## src/rtl/tmr_wave_pkg.sv

```systemverilog
// Package tmr_wave_pkg
// Shared types of the timer compare waveform unit.
// Assumes: the low two bits of the waveform mode select the mode family.
package tmr_wave_pkg;

    typedef enum logic [1:0] {
        WG_FREE   = 2'b00,
        WG_RSVD   = 2'b01,
        WG_CLRHIT = 2'b10,
        WG_FAST   = 2'b11
    } wg_base_e;

    typedef enum logic [1:0] {
        OC_OFF    = 2'b00,
        OC_TOGGLE = 2'b01,
        OC_LOW    = 2'b10,
        OC_HIGH   = 2'b11
    } oc_code_e;

    // Action the output flip-flop takes at the next edge
    typedef struct packed {
        logic set;
        logic clr;
        logic tgl;
    } oc_act_t;

endpackage

```

## src/rtl/tmr_count.sv

```systemverilog
// Module tmr_count
// Counter, compare register and TOP selection.
// The counter goes up by one per cycle and wraps to zero after TOP.
// In fast PWM the compare register loads only at TOP; in the other
// modes it loads at every edge.
// Assumes: synchronous active-low reset; W >= 2.
module tmr_count #(
    parameter int W = 8
) (
    input  logic                    clk,
    input  logic                    rst_n,
    input  tmr_wave_pkg::wg_base_e  base,
    input  logic                    top_sel,
    input  logic [W-1:0]            cmp_val,
    output logic [W-1:0]            cnt,
    output logic [W-1:0]            ocr,
    output logic [W-1:0]            top_v,
    output logic                    top_hit,
    output logic                    cmp_hit,
    output logic                    ocr_is_top
);
    import tmr_wave_pkg::*;

    localparam logic [W-1:0] FULL = {W{1'b1}};

    logic is_fast;
    logic top_from_ocr;
    logic ocr_load;

    // Decode the mode family and decide where TOP comes from
    always_comb begin
        is_fast      = (base == WG_FAST);
        top_from_ocr = (base == WG_CLRHIT) || (is_fast && top_sel);
        top_v        = top_from_ocr ? ocr : FULL;
        top_hit      = (cnt == top_v);
        cmp_hit      = (cnt == ocr);
        ocr_is_top   = (ocr == top_v);
        ocr_load     = !is_fast || top_hit;
    end

    // Counter: step up, return to zero after TOP
    always_ff @(posedge clk) begin
        if (!rst_n)
            cnt <= '0;
        else if (top_hit)
            cnt <= '0;
        else
            cnt <= cnt + 1'b1;
    end

    // Compare register: direct in non-PWM, buffered to TOP in fast PWM
    always_ff @(posedge clk) begin
        if (!rst_n)
            ocr <= '0;
        else if (ocr_load)
            ocr <= cmp_val;
    end

endmodule

```

## src/rtl/tmr_mode_dec.sv

```systemverilog
// Module tmr_mode_dec
// Turns the action code, the mode and the hit flags into one action
// for the output flip-flop, and decides whether the pin is taken over.
// Assumes: hits are those of the current cycle; the action takes
// effect at the next edge.
module tmr_mode_dec (
    input  tmr_wave_pkg::wg_base_e  base,
    input  logic                    top_sel,
    input  logic [1:0]              code,
    input  logic                    top_hit,
    input  logic                    cmp_hit,
    input  logic                    ocr_is_top,
    output tmr_wave_pkg::oc_act_t   act,
    output logic                    connected
);
    import tmr_wave_pkg::*;

    logic is_fast;
    logic hit_live;

    // Select the action from the code table of the active mode family
    always_comb begin
        is_fast   = (base == WG_FAST);
        // a hit is masked when the compare register equals TOP in fast PWM
        hit_live  = cmp_hit && !(is_fast && code[1] && ocr_is_top);
        act       = '0;
        connected = 1'b0;
        if (!is_fast) begin
            connected = (code != OC_OFF);
            unique case (oc_code_e'(code))
                OC_OFF:    act = '0;
                OC_TOGGLE: act.tgl = cmp_hit;
                OC_LOW:    act.clr = cmp_hit;
                OC_HIGH:   act.set = cmp_hit;
            endcase
        end else begin
            unique case (oc_code_e'(code))
                OC_OFF: begin
                    connected = 1'b0;
                end
                OC_TOGGLE: begin
                    connected = top_sel;
                    act.tgl   = top_sel && cmp_hit;
                end
                OC_LOW: begin
                    connected = 1'b1;
                    act.set   = top_hit;
                    act.clr   = hit_live && !top_hit;
                end
                OC_HIGH: begin
                    connected = 1'b1;
                    act.clr   = top_hit;
                    act.set   = hit_live && !top_hit;
                end
            endcase
        end
    end

endmodule

```

## src/rtl/tmr_wave_out.sv

```systemverilog
// Module tmr_wave_out
// Output flip-flop and pin override.
// The flip-flop applies at most one of set, clear or toggle per edge.
// The pin driver is enabled only when the waveform owns the pin and
// the direction bit is set.
// Assumes: at most one action bit is high in any cycle.
module tmr_wave_out (
    input  logic                   clk,
    input  logic                   rst_n,
    input  tmr_wave_pkg::oc_act_t  act,
    input  logic                   connected,
    input  logic                   dir_en,
    output logic                   wave_q,
    output logic                   pin_ovr,
    output logic                   pin_oe
);

    // Output flip-flop: apply the action chosen for this cycle
    always_ff @(posedge clk) begin
        if (!rst_n)
            wave_q <= 1'b0;
        else if (act.set)
            wave_q <= 1'b1;
        else if (act.clr)
            wave_q <= 1'b0;
        else if (act.tgl)
            wave_q <= !wave_q;
    end

    // Pin ownership and driver gating
    always_comb begin
        pin_ovr = connected;
        pin_oe  = connected && dir_en;
    end

endmodule

```

## src/rtl/tmr_wave_unit.sv

```systemverilog
// Module tmr_wave_unit
// Timer with one compare channel that drives a waveform pin.
// It connects the counter, the mode decoder and the output stage.
// Assumes: all control inputs are synchronous to clk.
module tmr_wave_unit #(
    parameter int CNT_W = 8
) (
    input  logic             clk,
    input  logic             rst_n,
    input  logic [1:0]       out_code,
    input  logic [2:0]       wave_mode,
    input  logic [CNT_W-1:0] cmp_val,
    input  logic             dir_en,
    output logic             wave_q,
    output logic             pin_ovr,
    output logic             pin_oe
);
    import tmr_wave_pkg::*;

    wg_base_e         base;
    logic             top_sel;
    logic [CNT_W-1:0] cnt_q;
    logic [CNT_W-1:0] ocr_q;
    logic [CNT_W-1:0] top_v;
    logic             top_hit;
    logic             cmp_hit;
    logic             ocr_is_top;
    oc_act_t          act;
    logic             connected;

    // Split the waveform mode into the mode family and the TOP select
    always_comb begin
        base    = wg_base_e'(wave_mode[1:0]);
        top_sel = wave_mode[2];
    end

    tmr_count #(.W(CNT_W)) u_count (
        .clk        (clk),
        .rst_n      (rst_n),
        .base       (base),
        .top_sel    (top_sel),
        .cmp_val    (cmp_val),
        .cnt        (cnt_q),
        .ocr        (ocr_q),
        .top_v      (top_v),
        .top_hit    (top_hit),
        .cmp_hit    (cmp_hit),
        .ocr_is_top (ocr_is_top)
    );

    tmr_mode_dec u_dec (
        .base       (base),
        .top_sel    (top_sel),
        .code       (out_code),
        .top_hit    (top_hit),
        .cmp_hit    (cmp_hit),
        .ocr_is_top (ocr_is_top),
        .act        (act),
        .connected  (connected)
    );

    tmr_wave_out u_out (
        .clk       (clk),
        .rst_n     (rst_n),
        .act       (act),
        .connected (connected),
        .dir_en    (dir_en),
        .wave_q    (wave_q),
        .pin_ovr   (pin_ovr),
        .pin_oe    (pin_oe)
    );

endmodule

```

## config.mk

```make
export PLATFORM = sky130hd
export DESIGN_NAME = tmr_wave_unit
export DESIGN_NICKNAME = d
export VERILOG_FILES = /design/src/rtl/tmr_wave_pkg.sv /design/src/rtl/tmr_count.sv /design/src/rtl/tmr_mode_dec.sv /design/src/rtl/tmr_wave_out.sv /design/src/rtl/tmr_wave_unit.sv
export SDC_FILE = /design/constraint.sdc
export NUM_CORES = 1
export LEC_CHECK = 0
export ABC_AREA = 1
export BUFFER_PORTS_ARGS = -buffer_cell sky130_fd_sc_hd__buf_2
export CAP_MARGIN = 30
export CORE_MARGIN = 5
export CORE_UTILIZATION = 54
export DETAILED_ROUTE_END_ITERATION = 10
export GPL_ROUTABILITY_DRIVEN = 0
export HOLD_SLACK_MARGIN = 0.05
export MAX_ROUTING_LAYER = met4
export PLACE_DENSITY = 0.75
export SYNTH_ARGS = -nofsm -noshare
export SYNTH_HDL_FRONTEND = slang
export SYNTH_SLANG_ARGS = --single-unit
```

## constraint.sdc

```tcl
create_clock -name clk -period 2.7 [get_ports clk]
set_clock_uncertainty 0.15 [all_clocks]
set_input_delay 0.135 -clock clk [delete_from_list [all_inputs] [get_ports clk]]
set_output_delay 0.135 -clock clk [all_outputs]
set_load 0.01 [all_outputs]
```

=== Word-level counts from Yosys, hierarchy flattened ===
Cells that the tools add are included.

* Bitwise operators: 1
* Eq/ne operators: 8
* Reductions and logical operators: 18
* $add $sub $neg: 1
* Muxes and demuxes: 12

{| class="wikitable"
|+ Operator list
! kind !! count
|-
| $eq A8 B8 Y1 || 3
|-
| $add A8 B1 Y8 const B || 1
|-
| $eq A2 B2 Y1 const B || 4
|-
| $mux W1 || 8
|-
| $mux W8 || 1
|-
| $logic_and A1 B1 Y1 || 7
|-
| $logic_not A1 Y1 || 4
|-
| $pmux W2 S2 || 1
|-
| $reduce_or A2 Y1 || 2
|-
| $mux W3 || 1
|-
| $pmux W1 S3 || 1
|-
| $reduce_bool A3 Y1 || 1
|-
| $eq A2 B1 Y1 const B || 1
|-
| $logic_not A2 Y1 || 1
|-
| $logic_or A1 B1 Y1 || 2
|-
| $reduce_bool A2 Y1 || 1
|-
| $not A1 Y1 || 1
|}

* Output and inout bits: 3
* Input bits: 16
* Flip-flop bits (word level): 17

=== Logic depth before layout (Yosys ltp) ===
* Depth after elaboration: 14
* Depth in mapped cells: 13
* Mapped depth without buffers: 12

=== Cells and area by module ===
From an unflattened synthesis, not the netlist that was laid out.

* Cells, all modules: 208
* Area total of the unflattened synthesis: 1,283.7 µm²

{| class="wikitable"
|+ By module, submodules not included
! module !! cells each !! area an instance (µm²) !! sequential area each (µm²) !! instances
|-
| tmr_count || 169 || 1,088.5 || 320.3 || 1
|-
| tmr_mode_dec || 26 || 115.1 || 0.0 || 1
|-
| tmr_wave_out || 13 || 80.1 || 20.0 || 1
|}

=== Worst setup path after synthesis ===
Ideal clock, no wire load.

* Path kind: reg-to-reg
* Start point: reg u_count.cnt[0]
* End point: reg u_count.ocr[5]
* Arrival: 1.244 ns
* Cell stages (with the launch flop): 11
* Slack: 1.189 ns
* Required time: 2.433 ns
* Cells stage by stage: dfxtp_1 -> nand2_1 -> o21ai_2 -> inv_1 -> nor2_2 -> nand3_2 -> nand2_2 -> inv_2 -> buf_6 -> o21ai_1 -> a21oi_1

* Word-level cells in the longest chain between the ends: 2

{| class="wikitable"
|+ Ends and longest elaborated chain
! item !! line !! text
|-
| start, declared || tmr_count.sv:15 || <nowiki>output logic [W-1:0] cnt,</nowiki>
|-
| start signal, assigned || tmr_count.sv:48 || <nowiki>cnt <= cnt + 1'b1;</nowiki>
|-
| $eq A8 B8 Y1 || tmr_count.sv:35 || <nowiki>top_hit = (cnt == top_v);</nowiki>
|-
| $logic_or A1 B1 Y1 || tmr_count.sv:38 || <nowiki>ocr_load = !is_fast || top_hit;</nowiki>
|-
| end signal, assigned || tmr_count.sv:56 || <nowiki>ocr <= cmp_val;</nowiki>
|-
| end, declared || tmr_count.sv:16 || <nowiki>output logic [W-1:0] ocr,</nowiki>
|}

No other way between the ends.
A chain may end at the register's enable or synchronous reset.

=== Worst setup path after layout ===
* Start point: reg u_count.cnt[3]
* End point: reg u_count.ocr[0]

The elaborated chain is that of the path after synthesis.

==> results.cfg <==
[timing]
final.min_clock_period_ns = 2.37
final_hold_slack_ns = 0.147
slew_viol_final = 0
timing.setup.tns_ns = 0
setup_viol_count_final = 0
final-hold-violation-count = 0
fmax_ghz = 0.422
worst_pin_slew_ns = 0.324
grt_setup_unrepaired = no
max_slew_headroom = 0.784
min_period_over_period = 0.877

[critical_path]
crit_fanout = 15
worstPathCellList = inv_4, nand2_2, nand2_1, inv_2, nand3_2, nor2_2, nand3_2, nand2_2, inv_2, o21ai_0, dlygate4sd3_1, a21oi_1
cp_data_required_time_ns = 2.72
r2r_end = u_count.ocr[0]
cp-end-kind = flip-flop
crit_buf_inv = 4
timing_worst_setup_path_type = reg -> reg
peak_per_stage_delay_on_the_critical_path_ns = 0.60
arrival_time_of_data_at_the_critical_path_endpoint_ns = 2.39
cp_top_family = buffers and inverters
setup.worst_path.start_class = flip-flop
ff2ff_setup_slack_ns = 0.33
r2r_cells = 12
crit-reg2reg-launch = u_count.cnt[3]
slowest_stage = sky130_fd_sc_hd__dlygate4sd3_1

[pwr]
power_frac_comb = 0.235
worst_ir_drop_vdd_v = 0.000335
power.share.clock = 0.245
power_frac_seq = 0.520
netSwitchingPower_mw = 0.163
pint_mw = 0.380
static-leakage-power_nw = 0.632
swShare = 0.300
cellPowerDensity_nw_per_um2 = 395

[yosys]
synth_largest_type_area_fraction = 0.304
synth_simple_gate_area_share = 0.363
synthXorXnorAreaFrac = 0.0704
synth_top_family_by_area = simple AND/OR/NAND/NOR gates
synth_enable_flop_cells = 0
synth_cells = 178
proportion_of_synthesized_area_in_mux_cells = 0
netlist.top_cell.by_area = sky130_fd_sc_hd__dfxtp_1
syn-mean-instance-area_sq_um = 6.29
synth_flop_cell = sky130_fd_sc_hd__dfxtp_1
synth.top_cells.by_area = sky130_fd_sc_hd__dfxtp_1 (30%), sky130_fd_sc_hd__nand2_1 (15%), sky130_fd_sc_hd__nor2_1 (7.7%)
synthDistinctLibCells = 26
synthArstFlopShare = 0
yosysWarningCount = 0
synth-seq-area-share = 0.304
area_fraction_in_compound_gates_after_synthesis = 0.128
postSynthNetCount = 195
synth-adder-area-share = 0.0112
synth.cell_area_sq_um = 1120
synth-seq-cells = 17

[hold_path]
whs_endpoint = u_out.wave_q
hold_path_class = in -> reg
min_path_cells = 5
worst_hold_path_startpoint = out_code[0]

[final_layout]
post-route-cell-area_sq_um = 1370
share_of_final_layout_standard_cells_stronger_than_drive_strength_1 = 0.200
synthToLayoutAreaGrowth_pct = 22.7
post_layout_nonfiller_instances = 237
design.final.nets = 228
diodes = 0
layout.filler_cells = 188

[floorplan]
placementRows = 16
die_width_microns = 55.5
io_pins = 19
initial_utilization = 0.571
core-area_sq_um = 1960
die_height_microns = 55.5
design.die.area_sq_um = 3080

[detailed_routing]
num_vias = 1159
drtAntennaViolNets = 0
drt-pass1-iter-count = 4
avgViaCountPerCell = 4.89
routedWlPerCell_microns = 11.6
drt_iter0_markers = 25
drt_drc_violations_left = 0
detailed_route_wl_mm = 2.76

[clocking]
post_cts.repair.setup_buffers = 0
cts_sinks = 17
clk-insertion-delay-late_ns = 0.28
cts-htree-levels = 1
cts_tree = yes
clk_slew_on_worst_s_h_paths_ns = 0.10
number_of_buffers_created_by_cts = 3
max-clock-path-buffers = 2
clk_root_buffer_cell = sky130_fd_sc_hd__clkbuf_4

[job]
max_cap_violations = 0

[grt]
grt-ovfl-total = 0
number_of_global_route_vias_before_repair = 1120
grt_start_max_net_pins = 16
grtUsageTotal = 0.201
number_of_antenna_violations_at_the_first_check_in_global_routing = 0
grt_first_pass_wirelength_mm = 4.91

[placement]
detailed_place.area_sq_um = 1220
post-place-cells = 220
detailed_place_hpwl_mm = 2.06
buffer_ports.inserted = 18

[run_status]
outcome = completed
-- tightest hold or removal path: cells and delay by family --
kind | cells | cell delay [ns]
buffers and inverters | 1 | 0.11
and+or+nand+nor | 2 | 0.12
AOI/OAI and AO/OA | 2 | 0.18
-- cell usage in the layout, fill, tap and decap left out, types with 3 or more instances in the layout --
| cell type | synthesis | layout |
|---|---|---|
| sky130_fd_sc_hd__dlygate4sd3_1 | 0 | 13 |
| sky130_fd_sc_hd__nand2_2 | 4 | 4 |
| sky130_fd_sc_hd__a21oi_1 | 11 | 11 |
| sky130_fd_sc_hd__o21ai_0 | 9 | 9 |
| sky130_fd_sc_hd__nand2_1 | 45 | 45 |
| sky130_fd_sc_hd__nor3_1 | 4 | 4 |
| sky130_fd_sc_hd__buf_2 | 0 | 18 |
| sky130_fd_sc_hd__xnor2_1 | 5 | 5 |
| sky130_fd_sc_hd__xor2_1 | 4 | 4 |
| sky130_fd_sc_hd__inv_1 | 19 | 19 |
| sky130_fd_sc_hd__clkbuf_4 | 0 | 3 |
| sky130_fd_sc_hd__nand3_1 | 9 | 9 |
| sky130_fd_sc_hd__nor2_1 | 23 | 23 |
| sky130_fd_sc_hd__dfxtp_1 | 17 | 17 |
| sky130_fd_sc_hd__inv_2 | 8 | 8 |
-- final cells by class --
cell class | instances | area (sq um) | area share
Multi-Input combinational cell | 129 | 642 | 0.467
Sequential cell | 17 | 340 | 0.248
Timing Repair Buffer | 31 | 220 | 0.160
Inverter | 29 | 111 | 0.0811
Tap cell | 27 | 33.8 | 0.0246
Clock buffer | 4 | 26.3 | 0.0191
-- Yosys cell counts (2+ instances only) --
master / instances
sky130_fd_sc_hd__a21oi_1: 11
sky130_fd_sc_hd__buf_6: 2
sky130_fd_sc_hd__dfxtp_1: 17
sky130_fd_sc_hd__inv_1: 19
sky130_fd_sc_hd__inv_2: 8
sky130_fd_sc_hd__nand2_1: 45
sky130_fd_sc_hd__nand2_2: 4
sky130_fd_sc_hd__nand3_1: 9
sky130_fd_sc_hd__nand3_2: 2
sky130_fd_sc_hd__nand4_1: 2
sky130_fd_sc_hd__nor2_1: 23
sky130_fd_sc_hd__nor2_2: 2
sky130_fd_sc_hd__nor3_1: 4
sky130_fd_sc_hd__o21ai_0: 9
sky130_fd_sc_hd__o21ai_1: 2
sky130_fd_sc_hd__o21ai_2: 2
sky130_fd_sc_hd__xnor2_1: 5
sky130_fd_sc_hd__xor2_1: 4
-- through the flow --
step / power (mW) / worst slack [ns] / util
global route: 0.574 / 0.102 / 0.700
detailed placement: 0.397 / 0.979 / 0.621
CTS: 0.542 / 0.462 / 0.700
floorplan: 0.365 / 1.19 / -
global placement: 0.394 / 1.02 / 0.621
finish: 0.543 / 0.333 / 0.700
-- power by group through the flow --
stage	Sequential [mW]	Combinational [mW]	Clock (mW)
final	0.282	0.127	0.133
after global placement	0.287	0.107	0
after detailed placement	0.288	0.109	0
after CTS	0.282	0.125	0.134
after global routing	0.285	0.145	0.144
after floorplan	0.283	0.0819	0
-- flip-flops by register name (all words and copies together), names as in the netlist --
signal        flops
u_out.wave_q      1
u_count.cnt       8
u_count.ocr       8
-- how the worst max path moves through the flow --
| stage | endpoint | slack (ns) | start | cells after the start |
|---|---|---|---|---|
| after floorplan | u_count.ocr[5] | 1.19 | u_count.cnt[0] | 10 |
| after global placement | u_count.ocr[3] | 1.02 | u_count.cnt[3] | 11 |
| after detailed placement | u_count.ocr[3] | 0.98 | u_count.cnt[3] | 11 |
| after CTS | u_count.ocr[0] | 0.46 | u_count.cnt[3] | 12 |
| after global routing | u_count.ocr[0] | 0.10 | u_count.ocr[4] | 12 |
| final | u_count.ocr[0] | 0.33 | u_count.cnt[3] | 12 |
-- metal layers --
metal  share of wire  vias to the layer above  global-route usage  wire length, microns
met5               0                        -                   -                     0
met3           0.057                        2              0.0466                   158
met1            0.44                      507               0.235                  1210
met2            0.50                       32               0.340                  1380
li1                -                      618                   -                     -
met4          0.0047                        0              0.0660                    13
-- cell families (layout without fill, tap and decap cells) --
family,Yosys count,count (layout)
fa+ha+maj,1,1
xor+xnor,9,9
simple gates,93,93
buf+inv,32,64
compound gates,26,26
flops,17,17
-- what timing repair did --
item	CTS	global route
hold buffers	13	0
resized for setup	0	0
endpoints found under the setup margin	0	0
hold endpoints to repair	9	0
Note: power is estimated with default switching activity, not from simulation.
